<file path="src/rtl/tff_pkg.sv">
package tff_pkg;

    localparam int BYTE_W = 8;

    typedef enum logic [1:0] {
        TRIG_8 = 2'b00,
        TRIG_4 = 2'b01,
        TRIG_2 = 2'b10,
        TRIG_0 = 2'b11
    } trig_sel_e;

    typedef struct packed {
        logic              valid;
        logic              from_dma;
        logic [BYTE_W-1:0] data;
    } push_req_t;

    function automatic int unsigned trig_level(trig_sel_e s);
        case (s)
            TRIG_8:  return 8;
            TRIG_4:  return 4;
            TRIG_2:  return 2;
            default: return 0;
        endcase
    endfunction

endpackage

</file>
<file path="src/rtl/tff_arb.sv">
module tff_arb
    import tff_pkg::*;
(
    input  logic              host_wr,
    input  logic [BYTE_W-1:0] host_data,
    input  logic              dma_wr,
    input  logic [BYTE_W-1:0] dma_data,
    output push_req_t         req
);
    // DMA source has priority; one byte per cycle
    always_comb begin
        req.valid    = host_wr | dma_wr;
        req.from_dma = dma_wr;
        req.data     = dma_wr ? dma_data : host_data;
    end
endmodule

</file>
<file path="src/rtl/tff_store.sv">
module tff_store #(
    parameter int DEPTH = 16,
    parameter int W     = 8,
    parameter int CW    = $clog2(DEPTH + 1)
) (
    input  logic          clk,
    input  logic          rst,
    input  logic          push_v,
    input  logic [W-1:0]  push_d,
    input  logic          pop_req,
    output logic [W-1:0]  head,
    output logic [CW-1:0] fill,
    output logic [CW-1:0] fill_nxt,
    output logic          push_ok,
    output logic          pop_ok
);
    localparam int PW = (DEPTH > 1) ? $clog2(DEPTH) : 1;

    logic [W-1:0]  mem [DEPTH];
    logic [PW-1:0] wptr, rptr;

    function automatic logic [PW-1:0] bump(logic [PW-1:0] p);
        return (p == PW'(DEPTH - 1)) ? '0 : p + PW'(1);
    endfunction

    assign push_ok = push_v && (fill != CW'(DEPTH));
    assign pop_ok  = pop_req && (fill != '0);
    assign head    = mem[rptr];

    always_comb begin
        case ({push_ok, pop_ok})
            2'b10:   fill_nxt = fill + CW'(1);
            2'b01:   fill_nxt = fill - CW'(1);
            default: fill_nxt = fill;
        endcase
    end

    always_ff @(posedge clk) begin
        if (push_ok) mem[wptr] <= push_d;
    end

    always_ff @(posedge clk) begin
        if (rst) begin
            wptr <= '0;
            rptr <= '0;
            fill <= '0;
        end else begin
            if (push_ok) wptr <= bump(wptr);
            if (pop_ok)  rptr <= bump(rptr);
            fill <= fill_nxt;
        end
    end
endmodule

</file>
<file path="src/rtl/tff_flag.sv">
module tff_flag #(
    parameter int CW = 5
) (
    input  logic          clk,
    input  logic          rst,
    input  logic [CW-1:0] fill,
    input  logic [CW-1:0] fill_nxt,
    input  logic [CW-1:0] trig,
    input  logic          pop_ok,
    input  logic          dma_ok,
    input  logic          rd_stb,
    input  logic          wr_stb,
    input  logic          wr_bit,
    output logic          flag
);
    logic armed;
    logic set_ev, dma_clr, host_clr;

    assign set_ev   = pop_ok && (fill_nxt <= trig);
    assign dma_clr  = dma_ok && (fill_nxt > trig);
    assign host_clr = wr_stb && !wr_bit && armed && (fill > trig);

    always_ff @(posedge clk) begin
        if (rst) begin
            flag  <= 1'b1;
            armed <= 1'b0;
        end else begin
            if (set_ev)                   flag <= 1'b1;
            else if (dma_clr || host_clr) flag <= 1'b0;

            if (wr_stb || dma_clr)        armed <= 1'b0;
            else if (rd_stb && flag)      armed <= 1'b1;
        end
    end
endmodule

</file>
<file path="src/rtl/txq_thresh_top.sv">
module txq_thresh_top
    import tff_pkg::*;
#(
    parameter int DEPTH = 16,
    parameter int CW    = $clog2(DEPTH + 1)
) (
    input  logic              clk,
    input  logic              rst,
    input  logic              host_wr,
    input  logic [BYTE_W-1:0] host_data,
    input  logic              dma_wr,
    input  logic [BYTE_W-1:0] dma_data,
    input  logic [1:0]        trig_sel,
    input  logic              tx_pop,
    output logic [BYTE_W-1:0] tx_head,
    output logic              tx_avail,
    input  logic              flag_rd,
    input  logic              flag_wr,
    input  logic              flag_wdata,
    input  logic              tie,
    output logic [CW-1:0]     fill_count,
    output logic [15:0]       dcount_word,
    output logic              thr_flag,
    output logic              irq
);
    push_req_t     req;
    logic [CW-1:0] fill_nxt;
    logic [CW-1:0] trig_lvl;
    logic          push_ok, pop_ok;

    assign trig_lvl = CW'(trig_level(trig_sel_e'(trig_sel)));

    tff_arb u_arb (
        .host_wr   (host_wr),
        .host_data (host_data),
        .dma_wr    (dma_wr),
        .dma_data  (dma_data),
        .req       (req)
    );

    tff_store #(.DEPTH(DEPTH), .W(BYTE_W), .CW(CW)) u_store (
        .clk      (clk),
        .rst      (rst),
        .push_v   (req.valid),
        .push_d   (req.data),
        .pop_req  (tx_pop),
        .head     (tx_head),
        .fill     (fill_count),
        .fill_nxt (fill_nxt),
        .push_ok  (push_ok),
        .pop_ok   (pop_ok)
    );

    tff_flag #(.CW(CW)) u_flag (
        .clk      (clk),
        .rst      (rst),
        .fill     (fill_count),
        .fill_nxt (fill_nxt),
        .trig     (trig_lvl),
        .pop_ok   (pop_ok),
        .dma_ok   (push_ok && req.from_dma),
        .rd_stb   (flag_rd),
        .wr_stb   (flag_wr),
        .wr_bit   (flag_wdata),
        .flag     (thr_flag)
    );

    assign tx_avail    = (fill_count != '0);
    assign dcount_word = 16'(fill_count) << 8;
    assign irq         = thr_flag & tie;
endmodule

</file>
<file path="config.mk">
export PLATFORM = sky130hd
export DESIGN_NAME = txq_thresh_top
export DESIGN_NICKNAME = d
export VERILOG_FILES = /design/src/rtl/tff_pkg.sv /design/src/rtl/tff_arb.sv /design/src/rtl/tff_store.sv /design/src/rtl/tff_flag.sv /design/src/rtl/txq_thresh_top.sv
export SDC_FILE = /design/constraint.sdc
export NUM_CORES = 1
export LEC_CHECK = 0
export CORE_MARGIN = 4
export CORE_UTILIZATION = 35
export CTS_CLUSTER_DIAMETER = 30
export CTS_CLUSTER_SIZE = 24
export DETAILED_ROUTE_END_ITERATION = 10
export HOLD_SLACK_MARGIN = 0.12
export PLACE_DENSITY = 0.58
export SKIP_CTS_REPAIR_TIMING = 1
export SLEW_MARGIN = 20
export SYNTH_ARGS = -nofsm -noshare
export SYNTH_HDL_FRONTEND = slang
export SYNTH_SLANG_ARGS = --single-unit
</file>
<file path="constraint.sdc">
create_clock -name clk -period 4.08 [get_ports clk]
set_input_delay 1.224 -clock clk [delete_from_list [all_inputs] [get_ports clk]]
set_output_delay 1.224 -clock clk [all_outputs]
set_load 0.1 [all_outputs]
</file>
==> results of run 1 <==
cell type report:
type / instances / area share [%]
multi-input combinational: 182 / 25.2
sequential: 147 / 54.5
timing repair buffer: 70 / 9.40
tap: 225 / 3.62
clock buffer: 18 / 5.52
clock inverter: 14 / 1.55
inverter: 6 / 0.290
logic make-up (layout without fill, tap and decap cells):
logic type,count (synthesis),after routing,synth area share (%)
AO/OA/AOI/OAI,30,30,3.60
XOR/XNOR,7,7,0.969
adder cells (fa/ha/maj),14,14,2.77
buffers and inverters,37,108,3.40
flip-flops,147,147,66.8
multiplexers,52,52,16.3
other,1,11,0.0593
AND/OR/NAND/NOR,68,68,6.11
state kept, by name, summed over array words and instances, names as in the netlist, named ones only:
| name | cells |
|---|---|
| u_flag.armed | 1 |
| u_store.rptr | 4 |
| u_flag.flag | 1 |
| u_store.fill | 5 |
| u_store.wptr | 4 |
| u_store.mem | 128 |
tightest hold or removal path, delay by kind of cell (launching register included):
family         cells  cell delay, ps
AO/OA/AOI/OAI      2             160
flip-flops         1             320
power by group:
| part | switching, mW | internal, mW |
|---|---|---|
| clock network | 0.560 | 0.881 |
| registers | 0.0962 | 1.73 |
| logic | 1.07 | 0.666 |
per-layer routing:
metal | vias to the layer above | wire length [µm]
met2 | 71 | 6820
met3 | 14 | 538
met1 | 1733 | 5770
met5 | - | 0
met4 | 0 | 155
li1 | 1520 | -
metrics by stage:
stage / hold WS [ps] / cell area (µm²) / worst slack, ps
CTS: 548 / 7720 / 30.5
global route: 584 / 7770 / -6.51
global placement: 502 / 7170 / -277
detailed placement: 539 / 7170 / -410
finish: 542 / 7770 / 127
floorplan: 473 / 6370 / 22.1
layout by cell type (no fill, tap or decap), drive strengths merged, types with 5 or more instances in the layout:
cell type | Yosys | layout
and3 | 5 | 5
clkinv | 0 | 10
mux4 | 40 | 40
inv | 6 | 6
buf | 27 | 39
xor2 | 6 | 6
nor2 | 15 | 15
dfxtp | 19 | 19
ha | 14 | 14
and2 | 15 | 15
a21oi | 12 | 12
nor2b | 6 | 6
edfxtp | 128 | 128
clkbuf | 4 | 18
clkdlybuf4s50 | 0 | 30
conb | 1 | 11
nand2 | 10 | 10
mux2 | 9 | 9
how the worst max path moves through the flow:
stage | end | slack [ps] | cells past startpoint | start
after floorplan | u_flag.armed | 20 | 17 | host_wr
after global placement | u_flag.armed | -280 | 15 | dma_wr
after detailed placement | u_flag.armed | -410 | 17 | dma_wr
after CTS | u_flag.armed | 30 | 17 | dma_wr
after global routing | u_flag.armed | -7 | 17 | host_wr
final | u_flag.armed | 130 | 17 | host_wr
==> results.cfg, run 1 <==
[floorplanning]
num_rows = 48
start_util_pct = 36.2
pin_count = 59
fp.dieH_um = 142
die_area_um2 = 20300
core-area_um2 = 17500
die_w_um = 142

[worst_setup_path]
cp_cell_sequence = clkdlybuf4s50_1, nor2_2, a21oi_2, inv_1, ha_4, buf_4, a21oi_1, a2bb2oi_1, o221ai_1, and2b_2, xor2_1, ha_1, a21oi_2, nand2_1, a211oi_2, nor2b_1, a2111oi_2
path_delay_family = compound AO/OA/AOI/OAI gates
max_stage_delay_ps = 470
cp_slowest_cell = clkdlybuf4s50_1
crit_fanout = 3
r2r-end = u_flag.armed
crit_top_cell = a21oi_2
r2r_start = u_store.fill[1]
cp-start-kind = input pin
worst-endpoint-required_ps = 4390
r2r_slack_ps = 490
critPathKind = input pin to register
arrival_ps = 4260
path_buf_inv = 3
critical_path.endpoint_type = register
rr_worst_depth = 14

[grt]
grt_max_degree = 33
grt_util_met1_pct = 17.4
met2_usage_pct = 23.6
use_met3_pct = 3.23
grt_pass1_wl_um = 20600
grt_usage_pct = 13.9
grt.busiest_layer = met2
antenna_found_initial = 0
grt_pass1_vias = 3545
grt-ovfl-total = 0

[drt]
drc = 0
dr.pass1.iters = 6
viasPerCell = 5.04
wl_per_cell_um = 20.1
antenna_left = 0
num_vias = 3338
first_iter_violations = 251
routed_wirelength_um = 13300

[logic_synthesis]
synthTopCellsByArea = edfxtp_1, mux4_2, dfxtp_1
synth_seq_cells = 147
yosysTopAreaCellShare_pct = 60.8
async_reset_ff_share_pct = 0
yosys_warnings = 0
syn-cell-area_um2 = 6330
synth.avg_cell_area_um2 = 17.8
synth-edff-count = 128
yosysMostFrequentCell = edfxtp_1
synthesis.instances = 356
ys_types = 48
yosys.area.top_type = edfxtp_1
synth_common_cells = edfxtp_1, mux4_2, buf_4, dfxtp_1
synth_seq_area_share_pct = 66.8
ys.flop_type = edfxtp_1

[cts]
clk_pin_slew_ps = 60
clk_latency_ps = 420
h-tree-depth = 4
cts_buffers = 17
cts_tree = built
clock_sinks = 147
ctsLongestPathBuffers = 2
cts_root_buf = clkbuf_16

[timing]
slew_headroom_pct = 35.1
final.setup.tns_ps = 0
worst_pin_slew_ps = 971
setup_violations = 0
fin_crit_ps = 3950
fmax_ghz = 0.253
maxSlewViolCount = 0
fin_crit_sh_pct = 96.9
fin_skew_ps = 4.46
hold_viol_final = 0

[power_and_ir_drop]
powerDensity_nw_per_um2 = 644
vdd_ir_drop_max_mv = 0.541
p_leak_nw = 2.63
finalPower_mw = 5.00

[worst_hold_path]
hold_start = u_store.rptr[3]
worstHoldPathCells = 2
min_to = u_store.rptr[3]
hold_path_class = register to register

[final_layout]
drive_above_1_share_pct = 30.4
n_fill_cell = 1518
seqCellArea_um2 = 4230
fin_cells = 662
final_util_pct = 44.5
antennaDiodeCount = 0
final_nets = 465
multi_input_area_um2 = 1960
area_growth_pct = 22.8

[place]
gp_congestion = 0.770
place_hpwl_um = 8980
place_inst = 628
io_buffers = 47

[job]
cap_violations = 0

[status]
status = finished clean
No activity file was read; power rests on OpenSTA's default activity.
==> run 2: changes to the inputs <==
CORE_UTILIZATION = 31   (was 35)
PLACE_DENSITY = 0.53   (was 0.58)
==> run 2 against run 1 <==
Net effect:
- via count fell by 0.69%
- worst hold slack lost 25 ps
- critical endpoint unchanged
- combinational power rose by 2%
- register-to-register slack improved by 280 ps
- fmax is 2.6% higher
- largest power group unchanged
- clock-buffer cell count down 1
==> results.cfg, run 2 (same netlist as run 1, synthesis figures left out) <==
[timing]
worst_slack_ps = 228
fmax_ghz = 0.260
fin_crit_sh_pct = 94.4
maxSlewViolCount = 0
hold_viol_final = 0
fin_skew_ps = 8.00
worst_pin_slew_ps = 971
slew_headroom_pct = 35.0
setup_violations = 0
fin_crit_ps = 3850

[drt]
wl_per_cell_um = 19.4
drc = 0
num_vias = 3315
first_iter_violations = 232
dr.pass1.iters = 4
antenna_left = 0
routed_wirelength_um = 13500
viasPerCell = 4.76

[worst_setup_path]
crit_fanout = 6
crit_top_cell = a21oi_2
worst-endpoint-required_ps = 4400
path_delay_family = compound AO/OA/AOI/OAI gates
path_buf_inv = 3
max_stage_delay_ps = 470
cp-start-kind = input pin
arrival_ps = 4170
cp_slowest_cell = clkdlybuf4s50_1
cp_cell_sequence = clkdlybuf4s50_1, nor2_2, a21oi_2, inv_1, ha_4, buf_4, a21oi_2, a2bb2oi_2, o221ai_2, and2b_1, xor2_1, ha_1, a21oi_2, nand2_1, a211oi_2, nor2b_1, a2111oi_2
critical_path.endpoint_type = register
critPathKind = input pin to register

[cts]
cts_root_buf = clkbuf_16
clk_latency_ps = 420
ctsLongestPathBuffers = 2
clock_sinks = 147
clk_pin_slew_ps = 60
h-tree-depth = 4
cts_buffers = 17
cts_tree = built

[place]
pre_cts_slack_ps = -400
place_area_um2 = 7190
gp_congestion = 0.749
place_hpwl_um = 8650
place_inst = 663
io_buffers = 47

[status]
status = finished clean

[power_and_ir_drop]
powerDensity_nw_per_um2 = 649
vdd_ir_drop_max_mv = 0.554
p_leak_nw = 2.60

[floorplanning]
die_w_um = 151
start_util_pct = 32.0
pin_count = 59
fp.dieH_um = 151
die_area_um2 = 22800
num_rows = 51
core-area_um2 = 19800

[final_layout]
final_nets = 459
fin_cells = 696
antennaDiodeCount = 0
top_regs = u_store.mem x128, u_store.fill x5
final_area_um2 = 7810
drive_above_1_share_pct = 30.2
top_register = u_store.mem
final_cell_mix = edfxtp_1, mux4_2, clkdlybuf4s50_1, buf_4, clkbuf_16
area_growth_pct = 23.5
final_common_cell = edfxtp_1
largest_reg_flops = 128

[job]
cap_violations = 0

[grt]
antenna_found_initial = 0
grt_pass1_wl_um = 20600
grt_usage_pct = 12.6
grt_pass1_vias = 3449
grt-ovfl-total = 0
grt_max_degree = 33

[worst_hold_path]
hold_path_class = register to register
## run 2: changes by cell type in the layout (fill, tap and decap cells not counted), sizes merged
cell,delta
clkinvlp,+2
clkbuf,-1
inv,+1
buf,-6
clkinv,-2
## run 2: worst paths after layout
kind	startpoint	to	slack, ps	depth (start not counted)
max reg2reg	u_store.fill[1]	u_flag.armed	770	16
max	host_wr	u_flag.armed	230	17
min reg2reg	u_store.rptr[3]	u_store.rptr[3]	520	2
min	u_store.rptr[3]	u_store.rptr[3]	520	2
## run 2: layout make-up
type / instances / area (µm²)
Fill cell: 1842 / 12000
Sequential cell: 147 / 4230
Multi-Input combinational cell: 182 / 1970
Timing Repair Buffer: 64 / 686
Clock buffer: 17 / 425
Tap cell: 265 / 332
Clock inverter: 15 / 141
Inverter: 6 / 22.5
## run 2: metrics by stage
step	hold WS (ps)	TNS (ps)	util, %	total power, mW
2_1_floorplan	473	0	-	3.11
3_3_place_gp	497	-377	36.3	3.61
3_5_place_dp	513	-585	36.3	3.61
4_1_cts	522	0	39.2	5.10
5_1_grt	551	-25.8	39.5	5.29
6_report	516	0	39.5	5.07
## run 2: report_power, final
group / leakage (nW) / total [mW] / internal (mW) / switching (mW)
Combinational: 1.02 / 1.78 / 0.686 / 1.10
Clock: 0.265 / 1.48 / 0.890 / 0.593
Sequential: 1.32 / 1.81 / 1.73 / 0.0783
## run 2: metal layers
layer / global-route usage [%] / part of all wire, % / up-vias
met1: 15.9 / 43 / 1719
li1: - / - / 1507
met5: 0 / 0 / -
met3: 3.17 / 4.4 / 17
met2: 21.1 / 51 / 72
met4: 4.35 / 1.4 / 0
## run 2: worst register-to-register path, delay by kind of cell (launching register included)
family / cells / cell delay [ps]
AOI/OAI and AO/OA: 7 / 1120
xor gates and xnor gates: 1 / 140
adders and majority gates: 2 / 490
buffers and inverters: 2 / 370
DFF: 1 / 380
and+or+nand+nor: 4 / 700
